<file path="src/rtl/evr_pkg.sv">
package evr_pkg;

  typedef enum logic [1:0] {
    ST_IDLE = 2'd0,
    ST_BODY = 2'd1,
    ST_HEAD = 2'd2,
    ST_IRQ  = 2'd3
  } seq_state_t;

  // index of the slot after idx in a ring of depth slots
  function automatic int ring_step(input int idx, input int depth);
    return (idx + 1 == depth) ? 0 : idx + 1;
  endfunction

  // word address of word sel inside slot idx
  function automatic int entry_addr(input int idx, input int sel, input int words_per_entry);
    return idx * words_per_entry + sel;
  endfunction

endpackage

</file>
<file path="src/rtl/evr_ring_ptr.sv">
module evr_ring_ptr
  import evr_pkg::*;
#(
  parameter int DEPTH = 64,
  localparam int IDX_W = $clog2(DEPTH)
) (
  input  logic             clk,
  input  logic             rst_n,
  input  logic             advance,
  input  logic [IDX_W-1:0] cons_idx,
  output logic [IDX_W-1:0] prod_idx,
  output logic             ring_full
);

  logic [IDX_W-1:0] prod_next;

  assign prod_next = IDX_W'(ring_step(int'(prod_idx), DEPTH));
  assign ring_full = (prod_next == cons_idx);

  always_ff @(posedge clk or negedge rst_n) begin
    if (!rst_n) prod_idx <= '0;
    else if (advance) prod_idx <= prod_next;
  end


  prod_step_chk: assert property (@(posedge clk) disable iff (!rst_n)
    !$stable(prod_idx) |-> $past(advance));

endmodule

</file>
<file path="src/rtl/evr_entry_fmt.sv">
module evr_entry_fmt #(
  parameter int TYPE_W    = 10,
  parameter int DATA_W    = 64,
  parameter int PAY_WORDS = 7,
  parameter int RDY_BIT   = 31,
  parameter int TYPE_LSB  = 16,
  localparam int WPE      = PAY_WORDS + 1,
  localparam int SEL_W    = $clog2(WPE),
  localparam int HALF_W   = DATA_W / 2
) (
  input  logic [TYPE_W-1:0]           ev_type,
  input  logic [PAY_WORDS*DATA_W-1:0] payload,
  input  logic [SEL_W-1:0]            word_sel,
  output logic [DATA_W-1:0]           word_out
);

  logic [HALF_W-1:0] ctl_word;
  logic [DATA_W-1:0] words [WPE];

  always_comb begin
    ctl_word = '0;
    ctl_word[RDY_BIT] = 1'b1;
    ctl_word[TYPE_LSB +: TYPE_W] = ev_type;
  end

  // word 0 is the header: reserved half low, control half high
  assign words[0] = {ctl_word, {HALF_W{1'b0}}};

  for (genvar k = 1; k < WPE; k++) begin : g_body
    assign words[k] = payload[(k-1)*DATA_W +: DATA_W];
  end

  assign word_out = words[word_sel];

endmodule

</file>
<file path="src/rtl/evr_wr_seq.sv">
module evr_wr_seq
  import evr_pkg::*;
#(
  parameter int PAY_WORDS = 7,
  localparam int SEL_W    = $clog2(PAY_WORDS + 1)
) (
  input  logic             clk,
  input  logic             rst_n,
  input  logic             req_valid,
  input  logic             ring_full,
  input  logic             mem_ready,
  output logic             req_ready,
  output logic             load,
  output logic             mem_valid,
  output logic             hdr_phase,
  output logic             hdr_done,
  output logic             irq,
  output logic [SEL_W-1:0] word_sel
);

  seq_state_t st;
  logic       body_last;

  assign req_ready = (st == ST_IDLE) && !ring_full;
  assign load      = req_valid && req_ready;
  assign mem_valid = (st == ST_BODY) || (st == ST_HEAD);
  assign hdr_phase = (st == ST_HEAD);
  assign hdr_done  = hdr_phase && mem_ready;
  assign irq       = (st == ST_IRQ);
  assign body_last = (word_sel == SEL_W'(PAY_WORDS));

  always_ff @(posedge clk or negedge rst_n) begin
    if (!rst_n) begin
      st       <= ST_IDLE;
      word_sel <= '0;
    end else begin
      case (st)
        ST_IDLE: if (load) begin
          st       <= ST_BODY;
          word_sel <= SEL_W'(1);
        end
        ST_BODY: if (mem_ready) begin
          if (body_last) begin
            st       <= ST_HEAD;
            word_sel <= '0;
          end else begin
            word_sel <= word_sel + 1'b1;
          end
        end
        ST_HEAD: if (mem_ready) st <= ST_IRQ;
        default: st <= ST_IDLE;
      endcase
    end
  end


  irq_after_hdr_chk: assert property (@(posedge clk) disable iff (!rst_n)
    hdr_done |=> irq);


  irq_single_chk: assert property (@(posedge clk) disable iff (!rst_n)
    irq |=> !irq);

endmodule

</file>
<file path="src/rtl/evring_producer.sv">
module evring_producer
  import evr_pkg::*;
#(
  parameter int DEPTH      = 64,
  parameter int TYPE_W     = 10,
  parameter int DATA_W     = 64,
  parameter int PAY_WORDS  = 7,
  parameter int IRQ_VECTOR = 5,
  parameter int VEC_W      = 3,
  localparam int IDX_W     = $clog2(DEPTH),
  localparam int WPE       = PAY_WORDS + 1,
  localparam int SEL_W     = $clog2(WPE),
  localparam int ADDR_W    = $clog2(DEPTH * WPE),
  localparam int PAY_W     = PAY_WORDS * DATA_W
) (
  input  logic              clk,
  input  logic              rst_n,
  input  logic              req_valid,
  output logic              req_ready,
  input  logic [TYPE_W-1:0] req_type,
  input  logic [PAY_W-1:0]  req_payload,
  output logic              mem_wr_valid,
  input  logic              mem_wr_ready,
  output logic [ADDR_W-1:0] mem_wr_addr,
  output logic [DATA_W-1:0] mem_wr_data,
  input  logic [IDX_W-1:0]  cons_idx,
  output logic [IDX_W-1:0]  prod_idx,
  output logic              irq_pulse,
  output logic [VEC_W-1:0]  irq_vec
);

  logic              ring_full;
  logic              load;
  logic              hdr_phase;
  logic              hdr_done;
  logic [SEL_W-1:0]  word_sel;
  logic [TYPE_W-1:0] type_q;
  logic [PAY_W-1:0]  pay_q;

  always_ff @(posedge clk or negedge rst_n) begin
    if (!rst_n) begin
      type_q <= '0;
      pay_q  <= '0;
    end else if (load) begin
      type_q <= req_type;
      pay_q  <= req_payload;
    end
  end

  evr_ring_ptr #(.DEPTH(DEPTH)) u_ptr (
    .clk       (clk),
    .rst_n     (rst_n),
    .advance   (hdr_done),
    .cons_idx  (cons_idx),
    .prod_idx  (prod_idx),
    .ring_full (ring_full)
  );

  evr_wr_seq #(.PAY_WORDS(PAY_WORDS)) u_seq (
    .clk       (clk),
    .rst_n     (rst_n),
    .req_valid (req_valid),
    .ring_full (ring_full),
    .mem_ready (mem_wr_ready),
    .req_ready (req_ready),
    .load      (load),
    .mem_valid (mem_wr_valid),
    .hdr_phase (hdr_phase),
    .hdr_done  (hdr_done),
    .irq       (irq_pulse),
    .word_sel  (word_sel)
  );

  evr_entry_fmt #(
    .TYPE_W    (TYPE_W),
    .DATA_W    (DATA_W),
    .PAY_WORDS (PAY_WORDS)
  ) u_fmt (
    .ev_type  (type_q),
    .payload  (pay_q),
    .word_sel (word_sel),
    .word_out (mem_wr_data)
  );

  assign mem_wr_addr = ADDR_W'(entry_addr(int'(prod_idx), int'(word_sel), WPE));
  assign irq_vec     = VEC_W'(IRQ_VECTOR);


  hdr_ready_flag_chk: assert property (@(posedge clk) disable iff (!rst_n)
    mem_wr_valid && hdr_phase |-> mem_wr_data[DATA_W-1] && (mem_wr_data[DATA_W/2-1:0] == '0));


  wr_hold_chk: assert property (@(posedge clk) disable iff (!rst_n)
    mem_wr_valid && !mem_wr_ready |=> mem_wr_valid && $stable(mem_wr_addr) && $stable(mem_wr_data));


  no_accept_full_chk: assert property (@(posedge clk) disable iff (!rst_n)
    req_valid && req_ready |-> !ring_full);


  one_in_flight_chk: assert property (@(posedge clk) disable iff (!rst_n)
    req_valid && req_ready |=> mem_wr_valid && !req_ready);

endmodule

</file>
<file path="config.mk">
export PLATFORM = sky130hd
export DESIGN_NAME = evring_producer
export DESIGN_NICKNAME = d
export VERILOG_FILES = /design/src/rtl/evr_pkg.sv /design/src/rtl/evr_ring_ptr.sv /design/src/rtl/evr_entry_fmt.sv /design/src/rtl/evr_wr_seq.sv /design/src/rtl/evring_producer.sv
export SDC_FILE = /design/constraint.sdc
export NUM_CORES = 1
export LEC_CHECK = 0
export BUFFER_PORTS_ARGS = -buffer_cell sky130_fd_sc_hd__buf_4
export CORE_AREA = 2 2 220 222
export DETAILED_ROUTE_END_ITERATION = 8
export DIE_AREA = 0 0 222 224
export PLACE_DENSITY_LB_ADDON = 0.25
export SETUP_SLACK_MARGIN = 0.05
export SLEW_MARGIN = 40
export SYNTH_ARGS = -nofsm -noshare
export SYNTH_HDL_FRONTEND = slang
export SYNTH_SLANG_ARGS = --single-unit
export TNS_END_PERCENT = 10
</file>
<file path="constraint.sdc">
create_clock -name clk -period 2.83 [get_ports clk]
set_input_delay 0.566 -clock clk [delete_from_list [all_inputs] [get_ports clk]]
set_output_delay 0.566 -clock clk [all_outputs]
set_load 0.05 [all_outputs]
</file>
==> qor.csv <==
stage;metric;value;unit
clocking;CTS tree;built;
status;outcome;finished, violations left;
final_layout;area occupied by multi-input gates;11300;um2
sta;Fin Clk Skew;7.52;ps
setup_path;CP Class;reg2out;
clocking;CTS HTree Levels;2;
clocking;Clock transition at path regs;60;ps
setup_path;Crit path arrival time;2400;ps
global_route;global-route usage over all layers;25.1;%
final_layout;Storage cell area;11800;um2
logic_synthesis;syn_area_per_cell;16.6;um2
final_layout;Layout area overhead;34.7;%
placed_design;GP Congestion;0.858;
final_layout;fin nets;2474;
logic_synthesis;Synth Register Bits;469;
clocking;Root Buffer Master;clkbuf_16;
global_route;GRT busiest layer;met2;
logic_synthesis;synthesized area;23400;um2
setup_path;startpoint class of the critical path;flip-flop;
final_layout;share of cells above drive strength 1;71.4;%
setup_path;CP required;2260;ps
sta;fin worst setup slack;-136;ps
logic_synthesis;asr flop ratio synth;100;%
sta;final setup TNS;-3370;ps
job;max-cap violation count;0;
sta;RSZ-0062 raised after global routing;yes;
detailed_routing;ANT nets after route;0;
pwr;PD cells;1380;nW/um2
logic_synthesis;synth cell count leaders;dfrtp_1 (469), mux2_4 (400), mux2_2 (123), mux4_2 (74), nand2_1 (61);
global_route;grt ovf;0;
clocking;Longest Clk Path Bufs;3;
global_route;GR Util met3;6.93;%
global_route;vias in the first global route;16000;
setup_path;slowest CP cell;dfrtp_4;
placed_design;Port-buffer cells;549;
final_layout;final core utilization;66.5;%
status;failing checks;setup timing;
logic_synthesis;Main synth FF type;dfrtp_1;
sta;Hold Vio Cnt, Final;0;
logic_synthesis;synthesized netlist cell count;1410;
global_route;initial antenna violation count;9;
detailed_routing;first-pass detailed-route iteration total;4;
detailed_routing;WL/cell;23.5;um
floorplan;Die ar.;49700;um2
sta;fmax;0.337;GHz
detailed_routing;wirelength, routed;62600;um
global_route;first-pass GRT wire length;95800;um
logic_synthesis;fraction of synthesized cell area taken by the top area cell type;50.2;%
pwr;Worst IR Drop VDD;1.18;mV
floorplan;Initial Util;49.4;%
detailed_routing;DRC Markers;0;
pwr;total power draw;43.4;mW
detailed_routing;via count;14200;
setup_path;worst path buffer plus inverter count;4;
setup_path;CP delay by family, top;multiplexers;
clocking;CTS buffer count;51;
detailed_routing;DRT iter0 DRCs;720;
setup_path;CP max stage delay;510;ps
pwr;Pleak;15.3;nW
sta;final number of setup-violating endpoints;57;
floorplan;# IOs;553;
sta;fin. max-slew vios;0;
setup_path;crit-path cells;buf_12 > buf_12 > buf_12 > mux4_2 > mux2_4 > buf_6;
floorplan;die width;222;um
global_route;M2 GR Usage;41.1;%
final_layout;Fillers;3260;
global_route;met1 Use GR;31.8;%
sta;Worst-Margin Slew;704;ps
logic_synthesis;synth unique cells;41;
logic_synthesis;area leader, netlist;dfrtp_1;
logic_synthesis;register area share after synthesis;50.2;%
logic_synthesis;most frequent cell after synthesis;dfrtp_1;
sta;final period utilization;105;%
logic_synthesis;main area contributors after synthesis;dfrtp_1 (50%), mux2_4 (26%), mux4_2 (7.1%);
sta;max_slew headroom;53.1;%
setup_path;Worst setup EP type;primary output;
setup_path;Top cell by count, worst path;buf_12;
logic_synthesis;number of enable flip-flop cells after synthesis;0;
placed_design;HPWL after detailed placement;44200;um
floorplan;row cnt;80;
clocking;clock latency on the worst-skew pair;580;ps
sta;Final Critical Period;2970;ps
detailed_routing;Avg Vias per Cell;5.35;
global_route;largest net degree at the start of global routing;76;
setup_path;CP max FO;6;
floorplan;CORE AREA;47300;um2
floorplan;height of the die;224;um
clocking;CTS sink cnt;469;
logic_synthesis;yosys warns;0;
hold_path;Tightest Hold Check Type;in2reg;
==> power breakdown <==
| part | internal, mW | leakage, nW | switching (mW) |
|---|---|---|---|
| Combinational | 12.7 | 8.85 | 11.2 |
| Clock | 4.39 | 0.886 | 2.72 |
| Sequential | 10.2 | 5.53 | 2.15 |
| Total | 27.3 | 15.3 | 16.0 |
==> per-layer routing <==
metal  vias to the layer above  share of wire (%)
met5                         -                  0
li1                       6352                  -
met2                       473                 48
met3                       121                7.0
met1                      7283                 41
met4                         0                3.7
==> path summary, 6_finish.rpt <==
path | depth (start not counted) | endpoint | slack [ps] | from
min in group asynchronous | 2 | pay_q[55]$_DFFE_PN0P_ | 570 | rst_n
worst max register to register | 9 | pay_q[12]$_DFFE_PN0P_ | 110 | u_ptr.prod_idx[1]$_DFFE_PN0P_
worst min-delay path | 2 | pay_q[24]$_DFFE_PN0P_ | 210 | req_payload[24]
max in group asynchronous | 3 | pay_q[125]$_DFFE_PN0P_ | 1280 | rst_n
worst min register to register | 1 | pay_q[329]$_DFFE_PN0P_ | 500 | pay_q[329]$_DFFE_PN0P_
worst max-delay path | 6 | mem_wr_data[57] | -140 | u_seq.word_sel[0]$_DFFE_PN0P_
==> flip-flops by register name, summed over array words and instances, names as in the netlist <==
| register | flops |
|---|---|
| type_q | 10 |
| pay_q | 448 |
| u_ptr.prod_idx | 6 |
| u_seq.word_sel | 3 |
| u_seq.st | 2 |
==> cell families (layout without fill, tap and decap cells) <==
kind of cell	count (synthesis)	count (layout)	share of synthesized area [%]
multiplexers	599	599	38.8
other	2	13	0.0321
buffers and inverters	116	742	5.22
adder cells (fa/ha/maj)	8	8	0.428
XOR/XNOR	12	12	0.450
AO/OA/AOI/OAI	121	121	3.33
flip-flops	469	469	50.2
AND/OR/NAND/NOR	83	83	1.49
==> metrics by stage <==
stage / setup slack, ps / hold slack, ps / instances / instance area, um2
2_1_floorplan: 2.07 / 270 / 1411 / 24000
3_3_place_gp: 84.5 / 482 / 2544 / 28700
3_5_place_dp: 56.9 / 488 / 2544 / 28700
4_1_cts: -184 / 176 / 2650 / 31200
5_1_grt: -207 / 180 / 2661 / 31500
6_report: -136 / 211 / 2662 / 31500
==> layout make-up <==
class	instances	share of cell area, %
antenna	10	0.0795
clock buffer	77	4.91
clock inverter	15	0.814
inverter	7	0.0834
multi-input combinational	826	36.0
sequential	469	37.3
tap	615	2.44
timing repair buffer	643	18.4
==> cells in the final DEF (no fill, tap or decap), types with 11 or more instances in the layout <==
master and count:
buf_4 530, dfrtp_1 464, mux2_4 406, mux2_2 117
mux4_2 74, clkbuf_16 56, buf_6 56, o21ai_4 50
buf_12 37, nand2_2 35, a22oi_2 33, nand2_1 26
a22oi_1 19, clkbuf_8 13, clkbuf_1 11
==> what timing repair did <==
action,CTS,global route
hold endpoints to repair,8,0
resized for setup,117,49
hold buffers,1,0
setup endpoints to repair,65,245
pin swaps,7,2
setup buffers,9,1
gates cloned,4,3
==> worst register-to-register path, cell delays in order, from the launching register on <==
cell	delay, ps
dfrtp_1	390
ha_2	340
xnor2_1	110
nand2_1	100
or3_4	390
o311ai_4	260
buf_12	230
buf_16	210
buf_16	230
mux2_4	340
(Power assumes the default switching activity.)
